--- src/rtl/rstmgr_pkg.sv ---
package rstmgr_pkg;
  typedef enum logic [2:0] {
    CAUSE_GENERAL = 3'd0,
    CAUSE_AUX     = 3'd1
  } cause_e;

  localparam logic [1:0] ADDR_STATUS = 2'd0;
  localparam logic [1:0] ADDR_MODE   = 2'd1;
endpackage

--- src/rtl/rstmgr_sync.sv ---
module rstmgr_sync #(
  parameter int STAGES = 2
) (
  input  logic clk_i,
  input  logic rst_n_i,
  input  logic d_i,
  output logic q_o
);
  logic [STAGES-1:0] stage_q;

  always_ff @(posedge clk_i or negedge rst_n_i) begin
    if (!rst_n_i) stage_q <= '0;
    else          stage_q <= {stage_q[STAGES-2:0], d_i};
  end

  assign q_o = stage_q[STAGES-1];
endmodule

--- src/rtl/rstmgr_seq.sv ---
module rstmgr_seq
  import rstmgr_pkg::*;
#(
  parameter int ERSTL_W = 4,
  parameter int STARTUP = 2
) (
  input  logic               clk_i,
  input  logic               rst_n_i,
  input  logic               hold_i,
  input  logic [ERSTL_W-1:0] erstl_i,
  output logic               proc_rst_n_o,
  output logic               ext_low_o,
  output logic               rel_o,
  output cause_e             cause_o
);
  localparam int CNT_W = (1 << ERSTL_W) + 1;

  logic [CNT_W-1:0]   cnt_q, cnt_nx, len_cyc;
  logic [ERSTL_W-1:0] len_q;
  logic               proc_q, ext_q;
  cause_e             pend_q;

  assign cnt_nx  = (&cnt_q) ? cnt_q : cnt_q + CNT_W'(1);
  assign len_cyc = CNT_W'(1) << (CNT_W'(len_q) + CNT_W'(1));
  assign rel_o   = !hold_i && !proc_q && (cnt_nx >= CNT_W'(STARTUP));

  always_ff @(posedge clk_i or negedge rst_n_i) begin
    if (!rst_n_i) begin
      cnt_q  <= '0;
      len_q  <= '0;
      proc_q <= 1'b0;
      ext_q  <= 1'b1;
      pend_q <= CAUSE_GENERAL;
    end else if (hold_i) begin
      cnt_q  <= '0;
      len_q  <= erstl_i;
      proc_q <= 1'b0;
      ext_q  <= 1'b1;
      pend_q <= CAUSE_AUX;
    end else begin
      cnt_q <= cnt_nx;
      if (rel_o) proc_q <= 1'b1;
      if (cnt_nx >= len_cyc) ext_q <= 1'b0;
    end
  end

  assign proc_rst_n_o = proc_q;
  assign ext_low_o    = ext_q;
  assign cause_o      = pend_q;

  p_ext_covers_proc_r4: assert property (@(posedge clk_i) disable iff (!rst_n_i)
    !proc_q |-> ext_q)
    else $error("external line released before processor reset");

  p_hold_asserts_r9: assert property (@(posedge clk_i) disable iff (!rst_n_i)
    hold_i |=> (!proc_q && ext_q))
    else $error("auxiliary hold did not assert resets");
endmodule

--- src/rtl/rstmgr_regs.sv ---
module rstmgr_regs
  import rstmgr_pkg::*;
#(
  parameter int ADDR_W  = 2,
  parameter int DATA_W  = 8,
  parameter int ERSTL_W = 4
) (
  input  logic               clk_i,
  input  logic               rst_n_i,
  input  logic               we_i,
  input  logic [ADDR_W-1:0]  addr_i,
  input  logic [DATA_W-1:0]  wdata_i,
  input  logic               upd_i,
  input  cause_e             cause_i,
  output logic [ERSTL_W-1:0] erstl_o,
  output cause_e             type_o,
  output logic [DATA_W-1:0]  rdata_o
);
  logic [ERSTL_W-1:0] erstl_q;
  cause_e             type_q;
  logic               mode_wr;
  logic               unused_wdata;

  assign mode_wr      = we_i && (addr_i == ADDR_W'(ADDR_MODE));
  assign unused_wdata = ^wdata_i[DATA_W-1:ERSTL_W];

  always_ff @(posedge clk_i or negedge rst_n_i) begin
    if (!rst_n_i) begin
      erstl_q <= '0;
      type_q  <= CAUSE_GENERAL;
    end else begin
      if (mode_wr) erstl_q <= wdata_i[ERSTL_W-1:0];
      if (upd_i)   type_q  <= cause_i;
    end
  end

  always_comb begin
    rdata_o = '0;
    if (addr_i == ADDR_W'(ADDR_STATUS))    rdata_o = DATA_W'(type_q);
    else if (addr_i == ADDR_W'(ADDR_MODE)) rdata_o = DATA_W'(erstl_q);
  end

  assign erstl_o = erstl_q;
  assign type_o  = type_q;

  p_mode_write_r7: assert property (@(posedge clk_i) disable iff (!rst_n_i)
    mode_wr |=> (erstl_q == $past(wdata_i[ERSTL_W-1:0])))
    else $error("mode write lost");

  p_status_ro_r8: assert property (@(posedge clk_i) disable iff (!rst_n_i)
    (we_i && addr_i == ADDR_W'(ADDR_STATUS) && !upd_i) |=> $stable(type_q))
    else $error("status changed by write");
endmodule

--- src/rtl/rstmgr_top.sv ---
module rstmgr_top
  import rstmgr_pkg::*;
#(
  parameter int ADDR_W  = 2,
  parameter int DATA_W  = 8,
  parameter int ERSTL_W = 4,
  parameter int STARTUP = 2,
  parameter int SYNC_N  = 2
) (
  input  logic              clk_i,
  input  logic              por_i,
  input  logic              mrst_n_i,
  input  logic              bod_i,
  input  logic              vreg_loss_i,
  input  logic              aux_req_i,
  input  logic              off_mode_i,
  input  logic              reg_we_i,
  input  logic [ADDR_W-1:0] reg_addr_i,
  input  logic [DATA_W-1:0] reg_wdata_i,
  output logic [DATA_W-1:0] reg_rdata_o,
  output logic              core_rst_n_o,
  output logic              proc_rst_n_o,
  output logic              periph_rst_n_o,
  output logic              ext_oe_o,
  output logic              ext_do_o
);
  logic               gen_req, core_n, aux_hold, proc_n, ext_low, rel;
  logic [ERSTL_W-1:0] erstl;
  cause_e             cause, rst_type;

  assign gen_req = por_i | ~mrst_n_i | bod_i | vreg_loss_i;

  rstmgr_sync #(.STAGES(SYNC_N)) u_core_sync (
    .clk_i(clk_i), .rst_n_i(~gen_req), .d_i(1'b1), .q_o(core_n));

  rstmgr_sync #(.STAGES(SYNC_N)) u_aux_sync (
    .clk_i(clk_i), .rst_n_i(core_n), .d_i(aux_req_i), .q_o(aux_hold));

  rstmgr_seq #(.ERSTL_W(ERSTL_W), .STARTUP(STARTUP)) u_seq (
    .clk_i(clk_i), .rst_n_i(core_n), .hold_i(aux_hold), .erstl_i(erstl),
    .proc_rst_n_o(proc_n), .ext_low_o(ext_low), .rel_o(rel), .cause_o(cause));

  rstmgr_regs #(.ADDR_W(ADDR_W), .DATA_W(DATA_W), .ERSTL_W(ERSTL_W)) u_regs (
    .clk_i(clk_i), .rst_n_i(core_n), .we_i(reg_we_i), .addr_i(reg_addr_i),
    .wdata_i(reg_wdata_i), .upd_i(rel), .cause_i(cause), .erstl_o(erstl),
    .type_o(rst_type), .rdata_o(reg_rdata_o));

  assign core_rst_n_o   = core_n;
  assign proc_rst_n_o   = proc_n;
  assign periph_rst_n_o = proc_n;
  assign ext_oe_o       = ext_low & ~off_mode_i;
  assign ext_do_o       = 1'b0;

  p_core_gates_r2: assert property (@(posedge clk_i) disable iff (por_i)
    !core_n |-> (!proc_rst_n_o && !periph_rst_n_o))
    else $error("processor reset released under core reset");

  p_cause_on_release_r5: assert property (@(posedge clk_i) disable iff (!core_n)
    !$stable(rst_type) |-> $rose(proc_rst_n_o))
    else $error("cause changed outside processor release");
endmodule

--- config.mk ---
export PLATFORM = sky130hd
export DESIGN_NAME = rstmgr_top
export DESIGN_NICKNAME = d
export VERILOG_FILES = /design/src/rtl/rstmgr_pkg.sv /design/src/rtl/rstmgr_sync.sv /design/src/rtl/rstmgr_seq.sv /design/src/rtl/rstmgr_regs.sv /design/src/rtl/rstmgr_top.sv
export SDC_FILE = /design/constraint.sdc
export NUM_CORES = 1
export LEC_CHECK = 0
export ABC_CLOCK_PERIOD_IN_PS = 3500
export BUFFER_PORTS_ARGS = -buffer_cell sky130_fd_sc_hd__buf_2
export CORE_ASPECT_RATIO = 1.2
export CORE_UTILIZATION = 25
export DETAILED_ROUTE_END_ITERATION = 8
export PLACE_DENSITY_LB_ADDON = 0.12
export SLEW_MARGIN = 0
export SYNTH_ARGS = -nofsm -noshare
export SYNTH_HDL_FRONTEND = slang
export SYNTH_HIERARCHICAL = 1
export SYNTH_SLANG_ARGS = --single-unit
--- constraint.sdc ---
create_clock -name clk_i -period 3.5 [get_ports clk_i]
set_clock_uncertainty 0.2 [all_clocks]
set_input_delay 1.05 -clock clk_i [delete_from_list [all_inputs] [get_ports clk_i]]
set_output_delay 1.05 -clock clk_i [all_outputs]
set_load 0.1 [all_outputs]
# ---- Yosys cells after proc, flatten, opt, wreduce, memory -nomap -nowiden
# Cells that the tools add are included.
dict set report totals {
  register_bits 33
  latch_bits 0
  ram_bits 0
  mem_bits_ro 0
  in_bits 18
  out_inout_bits 13
  elab_cells 38
  mem_count 0
}
dict set report classes {
  add_sub_neg 2
  multipliers 0
  div_mod_pow 0
  magnitude_cmp 2
  eq_ne 1
  n_shift 1
  mux 8
  n_bitwise 6
  n_reduce_logical 9
}
# cell count
set op_table {}
lappend op_table {{$mux 17} 2}
lappend op_table {{$add 17x1->17 const B} 1}
lappend op_table {{$ge 17x17->1} 1}
lappend op_table {{$ge 17x2->1 const B} 1}
lappend op_table {{$reduce_and 17->1} 1}
lappend op_table {{$shl 1x17->17 const A} 1}
lappend op_table {{$mux 8} 1}
lappend op_table {{$add 4x1->5 const B} 1}
lappend op_table {{$mux 1} 4}
lappend op_table {{$mux 4} 1}
lappend op_table {{$reduce_bool 2->1} 2}
lappend op_table {{$logic_and 1x1->1} 3}
lappend op_table {{$or 1x1->1} 3}
lappend op_table {{$eq 2x1->1 const B} 1}
lappend op_table {{$logic_not 1->1} 2}
lappend op_table {{$logic_not 2->1} 1}
lappend op_table {{$not 1->1} 2}
lappend op_table {{$and 1x1->1} 1}

# ---- Logic depth before layout (Yosys ltp)
# Gate-level depths: netlist (run 1).
dict set report logic_depth {
  word_depth 6
  ltp_mapped 13
  ltp_nobuf 13
}

# ---- Cells and area by module
# Netlist (run 1), hierarchy kept.
# module instances cells_each area_each_um2 seq_area_each_um2
set modules_own_cells {}
lappend modules_own_cells {rstmgr_seq 1 204 1895.6 601.8}
lappend modules_own_cells {rstmgr_regs 1 28 385.4 175.2}
lappend modules_own_cells {rstmgr_sync 2 2 50.0 50.0}
lappend modules_own_cells {rstmgr_top 1 6 43.8 0.0}

# ---- Least setup slack after synthesis (run 1)
# No wires, ideal clock.
dict set report synth_path {
  path_type {input to output}
  start {input reg_addr_i[0]}
  end {output reg_rdata_o[0]}
  arrival_time_ns 2.531
  t_required_ns 2.250
  path_slack_ns -0.281
  cell_stages 3
  n_path_buf 1
  path_cell_list {buf_6 -> mux2i_1 -> nor2_1}
}
dict set report synth_between {
  elab_chain_len 3
  word_cells_on_any_way 4
  cone_classes {eq/ne: 1; mux: 2; reduce/logical: 1}
}
# item line_no
set synth_rtl {}
lappend synth_rtl {{from (decl)} rstmgr_top.sv:18} ;# input logic [ADDR_W-1:0] reg_addr_i,
lappend synth_rtl {{$eq 2x1->1} rstmgr_regs.sv:40} ;# else if (addr_i == ADDR_W'(ADDR_MODE)) rdata_o = DATA_W'(erstl_q);
lappend synth_rtl {{$mux 4} rstmgr_regs.sv:40}
lappend synth_rtl {{$mux 8 *} rstmgr_regs.sv:39} ;# if (addr_i == ADDR_W'(ADDR_STATUS)) rdata_o = DATA_W'(type_q);
lappend synth_rtl {{to (decl)} rstmgr_top.sv:20} ;# output logic [DATA_W-1:0] reg_rdata_o,
# Every way passes the cells marked *; elsewhere a longest branch is shown, timed or not.

# ---- Worst setup path after layout (run 1)
dict set report layout_path {
  start {register u_seq.cnt_q[0]}
  end {register u_seq.ext_q, in the netlist u_seq/ext_low_o}
}
dict set report layout_between {
  elab_chain_len 4
  word_cells_on_any_way 5
  cone_classes {add/sub: 1; order compare: 1; mux: 1; reduce/logical: 2}
}
# item line_no
set layout_rtl {}
lappend layout_rtl {{from (decl)} rstmgr_seq.sv:18} ;# logic [CNT_W-1:0] cnt_q, cnt_nx, len_cyc;
lappend layout_rtl {{from (signal assigned)} rstmgr_seq.sv:41} ;# cnt_q <= cnt_nx;
lappend layout_rtl {{$add 17x1->17 / $reduce_and 17->1 (equally long branches)} rstmgr_seq.sv:23} ;# assign cnt_nx = (&cnt_q) ? cnt_q : cnt_q + CNT_W'(1);
lappend layout_rtl {{$mux 17 *} rstmgr_seq.sv:23}
lappend layout_rtl {{$ge 17x17->1 *} rstmgr_seq.sv:43} ;# if (cnt_nx >= len_cyc) ext_q <= 1'b0;
lappend layout_rtl {{$reduce_bool 2->1 (no line) *} -}
lappend layout_rtl {{to (signal assigned)} rstmgr_seq.sv:32} ;# ext_q <= 1'b1;
lappend layout_rtl {{to (signal assigned)} rstmgr_seq.sv:38} ;# ext_q <= 1'b1;
lappend layout_rtl {{to (signal assigned)} rstmgr_seq.sv:43}
lappend layout_rtl {{to (decl)} rstmgr_seq.sv:20} ;# logic proc_q, ext_q;
# Marked as above.
# A chain may end at the register's enable or synchronous reset.

==> metrics.log, run 1 <==
[metrics] result of the run: finished, final reports clean
[metrics] count of mapped cells out of synthesis: 242
[metrics] Post-DRT Antenna Nets: 0
[metrics] core region area: 9467 um2
[metrics] number of distinct standard cells referenced by the synthesized netlist: 58
[metrics] # rows: 39
[metrics] CTS Buf Count: 5
[metrics] first-pass GRT wire length: between 9000 and 10,000 um
[metrics] Die Span X: between 90 and 100 um
[metrics] hold-fix buffers at CTS: 0
[metrics] top cell type by total area after synthesis: sky130_fd_sc_hd__dfrtp_1
[metrics] commonest cells in the synthesized netlist: sky130_fd_sc_hd__dfrtp_1 (34), sky130_fd_sc_hd__ha_1 (17), sky130_fd_sc_hd__nor2b_1 (17), sky130_fd_sc_hd__nand2_1 (15), sky130_fd_sc_hd__nor2_1 (15)
[metrics] number of max-capacitance violations reported: 0
[metrics] Clock Tree Buf Depth: 2
[metrics] proportion of netlist area held by the largest area contributor: 35.09%
[metrics] most common cell in the synthesized netlist: sky130_fd_sc_hd__dfrtp_1
[metrics] starting density of the core: 25.61%
[metrics] root buffer selected by CTS: sky130_fd_sc_hd__clkbuf_16
[metrics] number of violations reported at the end of detailed-routing iteration 0: 65
[metrics] max-slew violations: 0
[metrics] Worst EP arrival: 3.23 ns
[metrics] DIE AREA: 10,100 um2
[metrics] Layout Cell Area excl Fill: 2796 um2
[metrics] async set-or-reset flop fraction in the synthesized netlist: 100.0%
[metrics] cell area after synthesis: approximately 2400 um2
[metrics] Die Span Y: 109.9 um
[metrics] Global Route Usage Sum: roughly an eighth
[metrics] sum of overflow across all layers after global routing: 0
[metrics] mean number of vias per cell: 4.636
[metrics] Port Buf Inserts: 21
[metrics] number of setup buffers added after CTS: 0
[metrics] clock-pin slew on the worst setup and hold paths: 0.06 ns
[metrics] antenna fix cells: 0
[metrics] worst skew pair latency: 0.28 ns
[metrics] quantity of gates resized following cts: 0
[metrics] setup-violating endpoint count in the final report: 0
[metrics] last weighted congestion value of the routability-driven placer: 0.7504
[metrics] worst vdd rail ir drop: 0.0002310 V
[metrics] final hold vios: 0
[metrics] Total Routed Length: around 5600 um
[metrics] largest net degree at the start of global routing: 34
[metrics] CTS tree: done
[metrics] placed inst area: 2660 um2
[metrics] sort of element at the start of the critical path: flip-flop
[metrics] Static Leak: 1.294 nW
[metrics] Min Clock Period, post-route: 3.227 ns
[metrics] CP Max Fanout: 5
[metrics] most frequently used flop master after synthesis: sky130_fd_sc_hd__dfrtp_1
[metrics] number of vias after detailed routing: approximately 1,800
[metrics] number of synthesis warnings: 6
[metrics] number of sinks handled by clock tree synthesis: 35
[metrics] part of the Yosys area used for sequential elements: 36.17%
[metrics] Fmax achieved: 309.9 MHz
[metrics] count of unresolved DRC violations after routing: 0
[metrics] per-cell routed wire length: around 14 um
[metrics] Boundary Pins: 31
[metrics] total power divided by cell area: 452.6 nW/um2
[metrics] share of final-layout standard cells stronger than drive strength 1: between 20% and 30%
[metrics] vias in the first global route: 1,872
[metrics] number of antenna violations at the first check in global routing: 0
[metrics] unrepaired setup endpoints after global routing: no
[metrics] Detailed Routing Iterations Pass 1: 4
[metrics] critical path class: reg2reg
[metrics] largest cells by area after synthesis: sky130_fd_sc_hd__dfrtp_1 (35%), sky130_fd_sc_hd__ha_1 (8.8%), sky130_fd_sc_hd__nor2b_1 (4.4%), sky130_fd_sc_hd__mux2_2 (3.7%), sky130_fd_sc_hd__buf_4 (2.8%)
[metrics] post-route setup TNS: 0 ns
[metrics] data required time at the worst endpoint: 3.50 ns
[metrics] number of register bits inferred by synthesis: 35
[metrics] type of the tightest min-delay check: reg2reg
[metrics] share of the clock period used by the worst path: 92.19%
[metrics] number of enable-type register cells in the synthesized netlist: 0
[metrics] number of nets in the finished design: 304
[metrics] Critical Path End Type: flip-flop
[metrics] Max H-tree Level: 2
[metrics] Syn Area/Cell: approximately 10 um2
[metrics] detailed-placement wirelength estimate: 4285 um
[metrics] Layout Area Growth over Synthesis: 15.32%
-- per-layer routing --
metal	up-vias	share of wire [%]	GRT usage (%)
met3	0	2.0	1.867
li1	914	-	-
met1	880	46	15.11
met5	-	0	0
met2	28	52	22.55
met4	0	0	3.348
-- registers in the layout (all words and copies together) (netlist names) --
name,flops
u_seq/cnt_q,17
u_regs/erstl_o,4
u_seq/len_q,4
u_regs/type_o,3
u_aux_sync/stage_q,2
u_core_sync/stage_q,2
u_seq/cause_o,1
u_seq/ext_low_o,1
u_seq/proc_rst_n_o,1
-- area by class of cell --
type / instances / area [um2]
flip-flops and latches: 35 / 877.1
fillers: 1024 / 6670
repair buffers: 31 / 180.2
multi-input cells: 191 / 1430
inverters: 5 / 18.77
well taps: 123 / 153.9
clock buffers: 8 / 136.4
-- report_power, final --
group	internal, mW	total (mW)	switching [mW]
Combinational	0.119	0.346	0.227
Clock	0.265	0.426	0.161
Sequential	0.449	0.494	0.0454
Total	0.832	1.27	0.433
-- layout by cell type (no fill, tap or decap), types with 3 or more instances in the layout --
master                      instances
sky130_fd_sc_hd__a21oi_1            9
sky130_fd_sc_hd__nor2_2             3
sky130_fd_sc_hd__mux2_4             4
sky130_fd_sc_hd__clkbuf_1           3
sky130_fd_sc_hd__buf_4             10
sky130_fd_sc_hd__nor2_1            12
sky130_fd_sc_hd__o21ai_0            4
sky130_fd_sc_hd__xnor2_1            4
sky130_fd_sc_hd__and3_1             6
sky130_fd_sc_hd__nor3_1             4
sky130_fd_sc_hd__mux2_2             8
sky130_fd_sc_hd__nor2b_1           16
sky130_fd_sc_hd__mux2i_1            4
sky130_fd_sc_hd__ha_1              17
sky130_fd_sc_hd__inv_1              5
sky130_fd_sc_hd__buf_2             21
sky130_fd_sc_hd__a21o_1             4
sky130_fd_sc_hd__nand2_1           15
sky130_fd_sc_hd__nand4_1            8
sky130_fd_sc_hd__nand3_1           12
sky130_fd_sc_hd__dfrtp_1           34
sky130_fd_sc_hd__conb_1             9
sky130_fd_sc_hd__clkbuf_16          5
sky130_fd_sc_hd__xor2_1             5
sky130_fd_sc_hd__a31oi_1            6
-- through the flow --
stage	utilization (%)	hold slack [ns]	total power, mW	instances	worst slack (ns)
after floorplan	-	0.1312	0.7872	247	0.1774
after global placement	28.10	0.1319	0.8536	385	0.2657
after detailed placement	28.10	0.1364	0.8542	385	0.2483
after CTS	29.54	0.1490	1.291	393	0.2251
after global routing	29.54	0.1620	1.334	393	0.06963
final	29.54	0.1456	1.266	393	0.2734
-- cells by family after synthesis --
| family | Yosys count | share of synthesized area [%] |
|---|---|---|
| AOI/OAI and AO/OA | 38 | 11.61 |
| other | 4 | 0.6190 |
| and+or+nand+nor | 101 | 25.23 |
| adders and majority gates | 18 | 9.236 |
| muxes | 16 | 7.843 |
| xor gates and xnor gates | 9 | 3.251 |
| buffers and inverters | 21 | 6.037 |
| DFF | 35 | 36.17 |
-- critical path, stage by stage (launching register included) --
cell                       delay, ns
sky130_fd_sc_hd__dfrtp_1        0.43
sky130_fd_sc_hd__ha_1           0.23
sky130_fd_sc_hd__nand3_1        0.17
sky130_fd_sc_hd__nor3_2         0.33
sky130_fd_sc_hd__nand2_1        0.21
sky130_fd_sc_hd__mux2_2         0.32
sky130_fd_sc_hd__ha_1           0.27
sky130_fd_sc_hd__a21oi_1        0.06
sky130_fd_sc_hd__maj3_2         0.28
sky130_fd_sc_hd__a2111o_1       0.43
sky130_fd_sc_hd__a31o_1         0.22
-- worst paths after layout --
path                                                to  slack (ns)  cells after the start              startpoint
worst max-delay path                   u_seq/ext_low_o        0.27                     10          u_seq/cnt_q[0]
worst min-delay path            u_core_sync/stage_q[1]        0.15                      0  u_core_sync/stage_q[0]
min in group asynchronous              u_seq/cnt_q[14]        0.24                      1  u_core_sync/stage_q[1]
worst min register to register  u_core_sync/stage_q[1]        0.15                      0  u_core_sync/stage_q[0]
worst max register to register         u_seq/ext_low_o        0.27                     10          u_seq/cnt_q[0]
max in group asynchronous       u_core_sync/stage_q[1]        2.25                      2                   por_i
Power figures use the tool's default switching activity.
==> run 2: changes to the inputs <==
SKIP_CTS_REPAIR_TIMING = 1   (was unset)
SYNTH_HIERARCHICAL = unset   (was 1)
==> run 2 against run 1 <==
  * Register-to-register slack better by 0.17 ns
  * Via count is 4.2% lower
  * Combinational power is 16% lower
  * Sequential cell count is 2 lower
  * Sequential power is 6.9% lower
  * First-iteration DRC count is 31% higher
  * Cell area is 7.4% lower
  * Global-route usage is 0.16 points higher
==> metrics.log, run 2 <==
[metrics] result of the run: finished, final reports clean (unchanged)
[metrics] setup-violating endpoint count in the final report: 0 (unchanged)
[metrics] critical path class: reg2reg (unchanged)
[metrics] number of synthesis warnings: 0 (was 6)
[metrics] number of distinct standard cells referenced by the synthesized netlist: 49 (was 58)
[metrics] root buffer selected by CTS: sky130_fd_sc_hd__clkbuf_8 (was sky130_fd_sc_hd__clkbuf_16)
[metrics] clock-pin slew on the worst setup and hold paths: 0.07 ns (was 0.06 ns)
[metrics] post-route setup TNS: 0 ns (unchanged)
[metrics] final hold vios: 0 (unchanged)
[metrics] commonest cells in the synthesized netlist: sky130_fd_sc_hd__dfrtp_1 (32), sky130_fd_sc_hd__nor2b_1 (21), sky130_fd_sc_hd__nand2_1 (19), sky130_fd_sc_hd__ha_1 (17), sky130_fd_sc_hd__a21oi_1 (13) (was sky130_fd_sc_hd__dfrtp_1 (34), sky130_fd_sc_hd__ha_1 (17), sky130_fd_sc_hd__nor2b_1 (17), sky130_fd_sc_hd__nand2_1 (15), sky130_fd_sc_hd__nor2_1 (15))
[metrics] data required time at the worst endpoint: 3.51 ns (was 3.50 ns)
[metrics] Fmax achieved: 327.2 MHz (was 309.9 MHz)
[metrics] # rows: 37 (was 39)
[metrics] number of sinks handled by clock tree synthesis: 33 (was 35)
[metrics] per-cell routed wire length: 13.94 um (was 14.25 um)
[metrics] CTS Buf Count: 5 (unchanged)
[metrics] Max stage delay on crit path: 0.47 ns (was 0.43 ns)
[metrics] share of the clock period used by the worst path: 87.31% (was 92.19%)
[metrics] pre-CTS setup slack: 0.4375 ns (was 0.2483 ns)
[metrics] number of vias after detailed routing: 1,745 (was 1,822)
[metrics] number of enable-type register cells in the synthesized netlist: 0 (unchanged)
[metrics] register area: 827.0 um2 (was 877.1 um2)
[metrics] register with the most flip-flops: u_seq.cnt_q (was u_seq/cnt_q)
[metrics] max-slew violations: 0 (unchanged)
[metrics] part of the Yosys area used for sequential elements: 37.56% (was 36.17%)
[metrics] sum of overflow across all layers after global routing: 0 (unchanged)
[metrics] fraction of the core area covered by cells at the end of the flow: 30.23% (was 29.54%)
[metrics] Static Leak: 1.166 nW (was 1.294 nW)
[metrics] most common cell in the synthesized netlist: sky130_fd_sc_hd__dfrtp_1 (unchanged)
[metrics] Max H-tree Level: 2 (unchanged)
[metrics] Syn Area/Cell: 9.616 um2 (was 10.02 um2)
[metrics] Global Route Usage Sum: 12.51% (was 12.35%)
[metrics] Total Routed Length: 5184 um (was 5600 um)
[metrics] Port Buf Inserts: 21 (unchanged)
[metrics] number of violations reported at the end of detailed-routing iteration 0: 85 (was 65)
[metrics] number of register bits inferred by synthesis: 33 (was 35)
[metrics] type of the tightest min-delay check: reg2async (was reg2reg)
[metrics] cell area after synthesis: 2202 um2 (was 2425 um2)
[metrics] Die Span X: 87.68 um (was 91.91 um)
[metrics] last weighted congestion value of the routability-driven placer: 0.7673 (was 0.7504)
[metrics] first-pass GRT wire length: 8859 um (was 9591 um)
[metrics] most common cell after layout, fill and taps aside: sky130_fd_sc_hd__dfrtp_1 (unchanged)
[metrics] antenna fix cells: 0 (unchanged)
[metrics] worst relative slew slack: 36.15%
[metrics] detailed-placement wirelength estimate: 3876 um (was 4285 um)
[metrics] Worst Tran Pin Value: 0.9578 ns
[metrics] number of flip-flops in the largest register: 17 (unchanged)
[metrics] Detailed Routing Iterations Pass 1: 6 (was 4)
[metrics] most frequent cell on the critical path: sky130_fd_sc_hd__nand4_1 (was sky130_fd_sc_hd__ha_1)
[metrics] setup ws final: 0.4441 ns (was 0.2734 ns)
[metrics] DIE AREA: 9189 um2 (was 10,100 um2)
[metrics] async set-or-reset flop fraction in the synthesized netlist: 100.0% (unchanged)
[metrics] largest cells by area after synthesis: sky130_fd_sc_hd__dfrtp_1 (36%), sky130_fd_sc_hd__ha_1 (9.7%), sky130_fd_sc_hd__nor2b_1 (6.0%), sky130_fd_sc_hd__mux2_2 (4.1%), sky130_fd_sc_hd__nand2_1 (3.2%) (was sky130_fd_sc_hd__dfrtp_1 (35%), sky130_fd_sc_hd__ha_1 (8.8%), sky130_fd_sc_hd__nor2b_1 (4.4%), sky130_fd_sc_hd__mux2_2 (3.7%), sky130_fd_sc_hd__buf_4 (2.8%))
[metrics] Clock Tree Buf Depth: 2 (unchanged)
[metrics] Boundary Pins: 31 (unchanged)
[metrics] count of mapped cells out of synthesis: 229 (was 242)
[metrics] count of unresolved DRC violations after routing: 0 (unchanged)
[metrics] number of max-capacitance violations reported: 0 (unchanged)
[metrics] slowest library cell on the worst path: sky130_fd_sc_hd__dfrtp_1 (unchanged)
[metrics] CTS tree: done (unchanged)
[metrics] proportion of netlist area held by the largest area contributor: 36.36% (was 35.09%)
[metrics] number of nets in the finished design: 289 (was 304)
[metrics] Worst EP arrival: 3.07 ns (was 3.23 ns)
[metrics] top cell type by total area after synthesis: sky130_fd_sc_hd__dfrtp_1 (unchanged)
[metrics] worst vdd rail ir drop: 0.0003054 V (was 0.0002310 V)
[metrics] commonest cells after routing, fill and taps aside: sky130_fd_sc_hd__dfrtp_1 (32), sky130_fd_sc_hd__nor2b_1 (20), sky130_fd_sc_hd__nand2_1 (19), sky130_fd_sc_hd__buf_2 (18), sky130_fd_sc_hd__ha_1 (17) (was sky130_fd_sc_hd__dfrtp_1 (34), sky130_fd_sc_hd__buf_2 (21), sky130_fd_sc_hd__ha_1 (17), sky130_fd_sc_hd__nor2b_1 (16), sky130_fd_sc_hd__nand2_1 (15))
[metrics] CP Max Fanout: 8 (was 5)
[metrics] sort of element at the start of the critical path: flip-flop (unchanged)
[metrics] total power divided by cell area: 437.7 nW/um2 (was 452.6 nW/um2)
[metrics] Layout Area Growth over Synthesis: 17.56% (was 15.32%)
[metrics] Die Span Y: 104.8 um (was 109.9 um)
[metrics] mean number of vias per cell: 4.691 (was 4.636)
[metrics] vias in the first global route: 1,712 (was 1,872)
[metrics] R2R depth: 11 (was 10)
[metrics] multi-input combinational cell area: 1289 um2 (was 1430 um2)
[metrics] Post-DRT Antenna Nets: 0 (unchanged)
[metrics] largest net degree at the start of global routing: 32 (was 34)
[metrics] cells along the critical path: and4_1, and3_4, nand4_1, xor2_1, inv_1, ha_1, nand2_1, nor4_1, nand4_1, a221oi_1, nor2_1 (was ha_1, nand3_1, nor3_2, nand2_1, mux2_2, ha_1, a21oi_1, maj3_2, a2111o_1, a31o_1)
[metrics] Min Clock Period, post-route: 3.056 ns (was 3.227 ns)
[metrics] core region area: 8564 um2 (was 9467 um2)
[metrics] number of antenna violations at the first check in global routing: 0 (unchanged)
[metrics] filler cell count: 903 (was 1,024)
[metrics] most frequently used flop master after synthesis: sky130_fd_sc_hd__dfrtp_1 (unchanged)
[metrics] unrepaired setup endpoints after global routing: no (unchanged)
[metrics] Critical Path End Type: flip-flop (unchanged)
[metrics] starting density of the core: 25.71% (was 25.61%)
[metrics] share of final-layout standard cells stronger than drive strength 1: 21.57% (was 26.67%)
[metrics] worst skew pair latency: 0.28 ns (about the same)
## run 2: cell families (layout without fill, tap and decap cells)
family                     count (synthesis)  count (layout)  synth area share, %
and+or+nand+nor                           99              99                26.08
other                                      2               7               0.3410
AOI/OAI and AO/OA                         40              40                12.27
buffers and inverters                     18              39                5.000
muxes                                     11              11                5.512
adders and majority gates                 17              17                9.659
DFF                                       33              33                37.56
xor gates and xnor gates                   9               9                3.580
## run 2: power by group
group          switching [mW]  leakage [nW]  internal (mW)
clock                   0.150        0.0574          0.232
sequential             0.0425         0.419          0.417
combinational           0.198         0.689         0.0936
total                   0.391          1.17          0.743
## run 2: layout make-up
type                    instances  share of cell area [%]
repair buffers                 26                   7.250
flip-flops and latches         33                   31.95
clock buffers                   6                   3.190
well taps                     117                   5.655
clock inverters                 2                   1.450
multi-input cells             183                   49.78
inverters                       5                  0.7250
## run 2: critical path, delay by kind of cell (launching register included)
| family | cells | cell delay, ns |
|---|---|---|
| DFF | 1 | 0.47 |
| and+or+nand+nor | 7 | 1.41 |
| xor gates and xnor gates | 1 | 0.26 |
| adders and majority gates | 1 | 0.30 |
| AOI/OAI and AO/OA | 1 | 0.27 |
| buffers and inverters | 1 | 0.08 |
## run 2: stage by stage
step                      instance area (um2)  hold slack (ns)  instances  power (mW)
after floorplan                          2226           0.1312        234      0.6963
after global placement                   2469           0.1316        364      0.7609
after detailed placement                 2469           0.1362        364      0.7618
after CTS                                2589           0.1540        372       1.154
after global routing                     2589           0.1668        372       1.202
final                                    2589           0.1350        372       1.133
## run 2: layer usage
layer	share of wire (%)	vias up	global-route usage [%]
li1	-	868	-
met1	47	833	16.31
met2	49	37	20.98
met3	2.9	7	2.370
met4	1.1	0	3.162
met5	0	-	0
## run 2: path summary, 6_finish.rpt
kind	start	endpoint	slack, ns
setup reg to reg	u_seq.cnt_q[9]	u_seq.ext_low_o	0.44
setup / recovery	u_seq.cnt_q[9]	u_seq.ext_low_o	0.44
hold reg to reg	u_core_sync.stage_q[1]	u_seq.cnt_q[15]	0.13
hold / removal	u_core_sync.stage_q[1]	u_seq.cnt_q[15]	0.13
min in group clk_i	u_core_sync.stage_q[0]	u_core_sync.stage_q[1]	0.15
max in group asynchronous	por_i	u_core_sync.stage_q[1]	2.04
==> run 3: changes to the inputs <==
ABC_CLOCK_PERIOD_IN_PS = 3200   (was 3500)
clock period = 3.2 ns   (was 3.5 ns; I/O delays follow)
==> run 3 against run 2 <==
  * Maximum frequency up 3.7%
  * Critical path depth increased by 2
  * Power increased by 9.8%
  * Cell area rose by 4.2%
  * Die area stayed put
  * Count of clock-buffer cells in the layout down 1
  * Worst hold slack improved by 0.018 ns
  * Sequential share of layout area down 1.3 points
  * Global-route usage grew 0.65 points
  * Final cell count increased by 2.7%
  * Sequential power is 8.7% higher
  * Core utilization increased by 1.3 points
  * Highest routed layer unchanged
==> metrics.log, run 3 (same netlist as run 2, synthesis figures left out) <==
[metrics] Total Routed Length: 5471 um (was 5184 um)
[metrics] result of the run: finished, final reports clean (unchanged)
[metrics] # rows: 37 (unchanged)
[metrics] share of power burned in registers: 40.2% (was 40.6%)
[metrics] core region area: 8564 um2 (unchanged)
[metrics] Boundary Pins: 31 (unchanged)
[metrics] CTS tree: done (unchanged)
[metrics] most common cell after layout, fill and taps aside: sky130_fd_sc_hd__dfrtp_1 (unchanged)
[metrics] CP Max Fanout: 7 (was 8)
[metrics] filler cell count: 923 (was 903)
[metrics] vias in the first global route: 1,896 (was 1,712)
[metrics] detailed-placement wirelength estimate: 4192 um (was 3876 um)
[metrics] unrepaired setup endpoints after global routing: no (unchanged)
[metrics] share of final-layout standard cells stronger than drive strength 1: 25.28% (was 21.57%)
[metrics] net switching power: 0.4470 mW (was 0.3906 mW)
[metrics] number of nets in the finished design: 299 (was 289)
[metrics] internal power of the cells: 0.7977 mW (was 0.7425 mW)
[metrics] antenna fix cells: 0 (unchanged)
[metrics] Layout Area Growth over Synthesis: 22.44% (was 17.56%)
[metrics] number of sinks handled by clock tree synthesis: 33 (unchanged)
[metrics] register-to-register path setup slack: 0.25 ns (was 0.44 ns)
[metrics] number of antenna violations at the first check in global routing: 0 (unchanged)
[metrics] worst skew pair latency: 0.29 ns (was 0.28 ns)
[metrics] root buffer selected by CTS: sky130_fd_sc_hd__clkbuf_8 (unchanged)
[metrics] number of max-capacitance violations reported: 0 (unchanged)
[metrics] data required time at the worst endpoint: 3.23 ns (was 3.51 ns)
[metrics] Global Route Usage Sum: 13.16% (was 12.51%)
[metrics] DIE AREA: 9189 um2 (unchanged)
[metrics] Clock Tree Buf Depth: 2 (unchanged)
[metrics] Clk network pwr share: 33.2% (was 33.7%)
[metrics] placed inst area: 2559 um2 (was 2469 um2)
[metrics] Hold Path Stages: 0
[metrics] starting density of the core: 25.71% (unchanged)
[metrics] setup-violating endpoint count in the final report: 0 (unchanged)
[metrics] post-route setup TNS: 0 ns (unchanged)
[metrics] portion of total power attributed to combinational logic: 26.7% (was 25.8%)
[metrics] Worst EP arrival: 2.97 ns (was 3.07 ns)
[metrics] CTS Buf Count: 5 (unchanged)
[metrics] number of vias after detailed routing: 1,786 (was 1,745)
[metrics] share of the clock period used by the worst path: 92.07% (was 87.31%)
[metrics] fraction of the core area covered by cells at the end of the flow: 31.48% (was 30.23%)
[metrics] mean number of vias per cell: 4.675 (was 4.691)
[metrics] count of unresolved DRC violations after routing: 0 (unchanged)
[metrics] R2R depth: 13 (was 11)
[metrics] met3 usage: 2.133% (was 2.370%)
[metrics] Layout Cell Area excl Fill: 2696 um2 (was 2589 um2)
[metrics] setup ws final: 0.2538 ns (was 0.4441 ns)
[metrics] number of violations reported at the end of detailed-routing iteration 0: 100 (was 85)
[metrics] Die Span X: 87.68 um (unchanged)
[metrics] last weighted congestion value of the routability-driven placer: 0.7573 (was 0.7673)
[metrics] number of flip-flops in the largest register: 17 (unchanged)
[metrics] type of the tightest min-delay check: reg2reg (was reg2async)
[metrics] Fin Hold WS: 0.1531 ns (was 0.1350 ns)
[metrics] critical path class: reg2reg (unchanged)
[metrics] Post-DRT Antenna Nets: 0 (unchanged)
[metrics] pre-CTS setup slack: 0.2053 ns (was 0.4375 ns)
[metrics] first-pass GRT wire length: 9280 um (was 8859 um)
[metrics] Port Buf Inserts: 21 (unchanged)
[metrics] Critical Path End Type: flip-flop (unchanged)
[metrics] worst relative slew slack: 65.44% (was 36.15%)
[metrics] Detailed Routing Iterations Pass 1: 4 (was 6)
[metrics] Worst Tran Pin Value: 0.5111 ns (was 0.9578 ns)
[metrics] final hold vios: 0 (unchanged)
[metrics] Static Leak: 1.222 nW (was 1.166 nW)
[metrics] sum of overflow across all layers after global routing: 0 (unchanged)
[metrics] sort of element at the start of the critical path: flip-flop (unchanged)
[metrics] commonest cells after routing, fill and taps aside: sky130_fd_sc_hd__dfrtp_1 (32), sky130_fd_sc_hd__nor2b_1 (20), sky130_fd_sc_hd__nand2_1 (19), sky130_fd_sc_hd__ha_1 (17), sky130_fd_sc_hd__buf_2 (17) (was sky130_fd_sc_hd__dfrtp_1 (32), sky130_fd_sc_hd__nor2b_1 (20), sky130_fd_sc_hd__nand2_1 (19), sky130_fd_sc_hd__buf_2 (18), sky130_fd_sc_hd__ha_1 (17))
[metrics] global routing's busiest layer: met2 (unchanged)
[metrics] Die Span Y: 104.8 um (unchanged)
[metrics] clock-pin slew on the worst setup and hold paths: 0.08 ns (was 0.07 ns)
[metrics] Min Clock Period, post-route: 2.946 ns (was 3.056 ns)
[metrics] worst vdd rail ir drop: 0.0002635 V (was 0.0003054 V)
[metrics] total power divided by cell area: 461.6 nW/um2 (was 437.7 nW/um2)
[metrics] largest net degree at the start of global routing: 32 (unchanged)
[metrics] Max H-tree Level: 2 (unchanged)
[metrics] register with the most flip-flops: u_seq.cnt_q (unchanged)
[metrics] max-slew violations: 0 (unchanged)
[metrics] Fmax achieved: 339.4 MHz (was 327.2 MHz)
[metrics] met1 GRT Util: 16.16% (was 16.31%)
[metrics] met2 routing resource usage after global routing: 23.49% (was 20.98%)
[metrics] per-cell routed wire length: 14.32 um (was 13.94 um)
[metrics] net switching fraction of the power: 35.91% (was 34.47%)
run 3: cell count changes in the layout (fill, tap and decap cells not counted), sizes merged:
cell,delta
clkbuf,-1
buf,+10
clkinv,+1
run 3: per-layer routing:
layer | wire [um] | vias up
met3 | 141 | 6
met2 | 2872 | 37
li1 | - | 879
met1 | 2397 | 864
met4 | 59 | 0
met5 | 0 | -
run 3: power groups by stage:
stage | Combinational [mW] | Sequential (mW) | Clock [mW]
2_1_floorplan | 0.245 | 0.517 | 0
3_3_place_gp | 0.329 | 0.509 | 0
3_5_place_dp | 0.331 | 0.509 | 0
4_1_cts | 0.332 | 0.501 | 0.427
5_1_grt | 0.363 | 0.508 | 0.444
6_report | 0.332 | 0.500 | 0.413
run 3: metrics by stage:
step	total power, mW	instances
3_5_place_dp	0.8396	374
2_1_floorplan	0.7616	234
5_1_grt	1.316	382
6_report	1.245	382
3_3_place_gp	0.8376	374
4_1_cts	1.260	382
run 3: critical path, stage by stage (launching register included):
cell and delay, ns:
sky130_fd_sc_hd__dfrtp_1 0.40, sky130_fd_sc_hd__ha_1 0.26, sky130_fd_sc_hd__and4_1 0.27, sky130_fd_sc_hd__buf_4 0.18, sky130_fd_sc_hd__a41oi_1 0.33, sky130_fd_sc_hd__a31oi_4 0.09
sky130_fd_sc_hd__ha_1 0.34, sky130_fd_sc_hd__a21o_1 0.16, sky130_fd_sc_hd__a21o_1 0.16, sky130_fd_sc_hd__a21oi_1 0.14, sky130_fd_sc_hd__o21ai_0 0.10, sky130_fd_sc_hd__nand3_1 0.09
sky130_fd_sc_hd__a21oi_1 0.06, sky130_fd_sc_hd__nor2_1 0.11
run 3: area by class of cell:
type,instances,area (um2),share of cell area (%)
clock buffer,5,68.82,2.552
clock inverter,3,46.29,1.717
inverter,5,18.77,0.6961
multi-input combinational,183,1311,48.63
sequential,33,827.0,30.67
tap,117,146.4,5.429
timing repair buffer,36,277.8,10.30
run 3: final timing paths:
check | to | start
hold reg to reg | u_aux_sync.stage_q[1] | u_aux_sync.stage_q[0]
min in group asynchronous | u_seq.cnt_q[15] | u_core_sync.stage_q[1]
setup / recovery | u_seq.ext_low_o | u_seq.cnt_q[0]
max in group asynchronous | u_core_sync.stage_q[1] | por_i
setup reg to reg | u_seq.ext_low_o | u_seq.cnt_q[0]
hold / removal | u_aux_sync.stage_q[1] | u_aux_sync.stage_q[0]
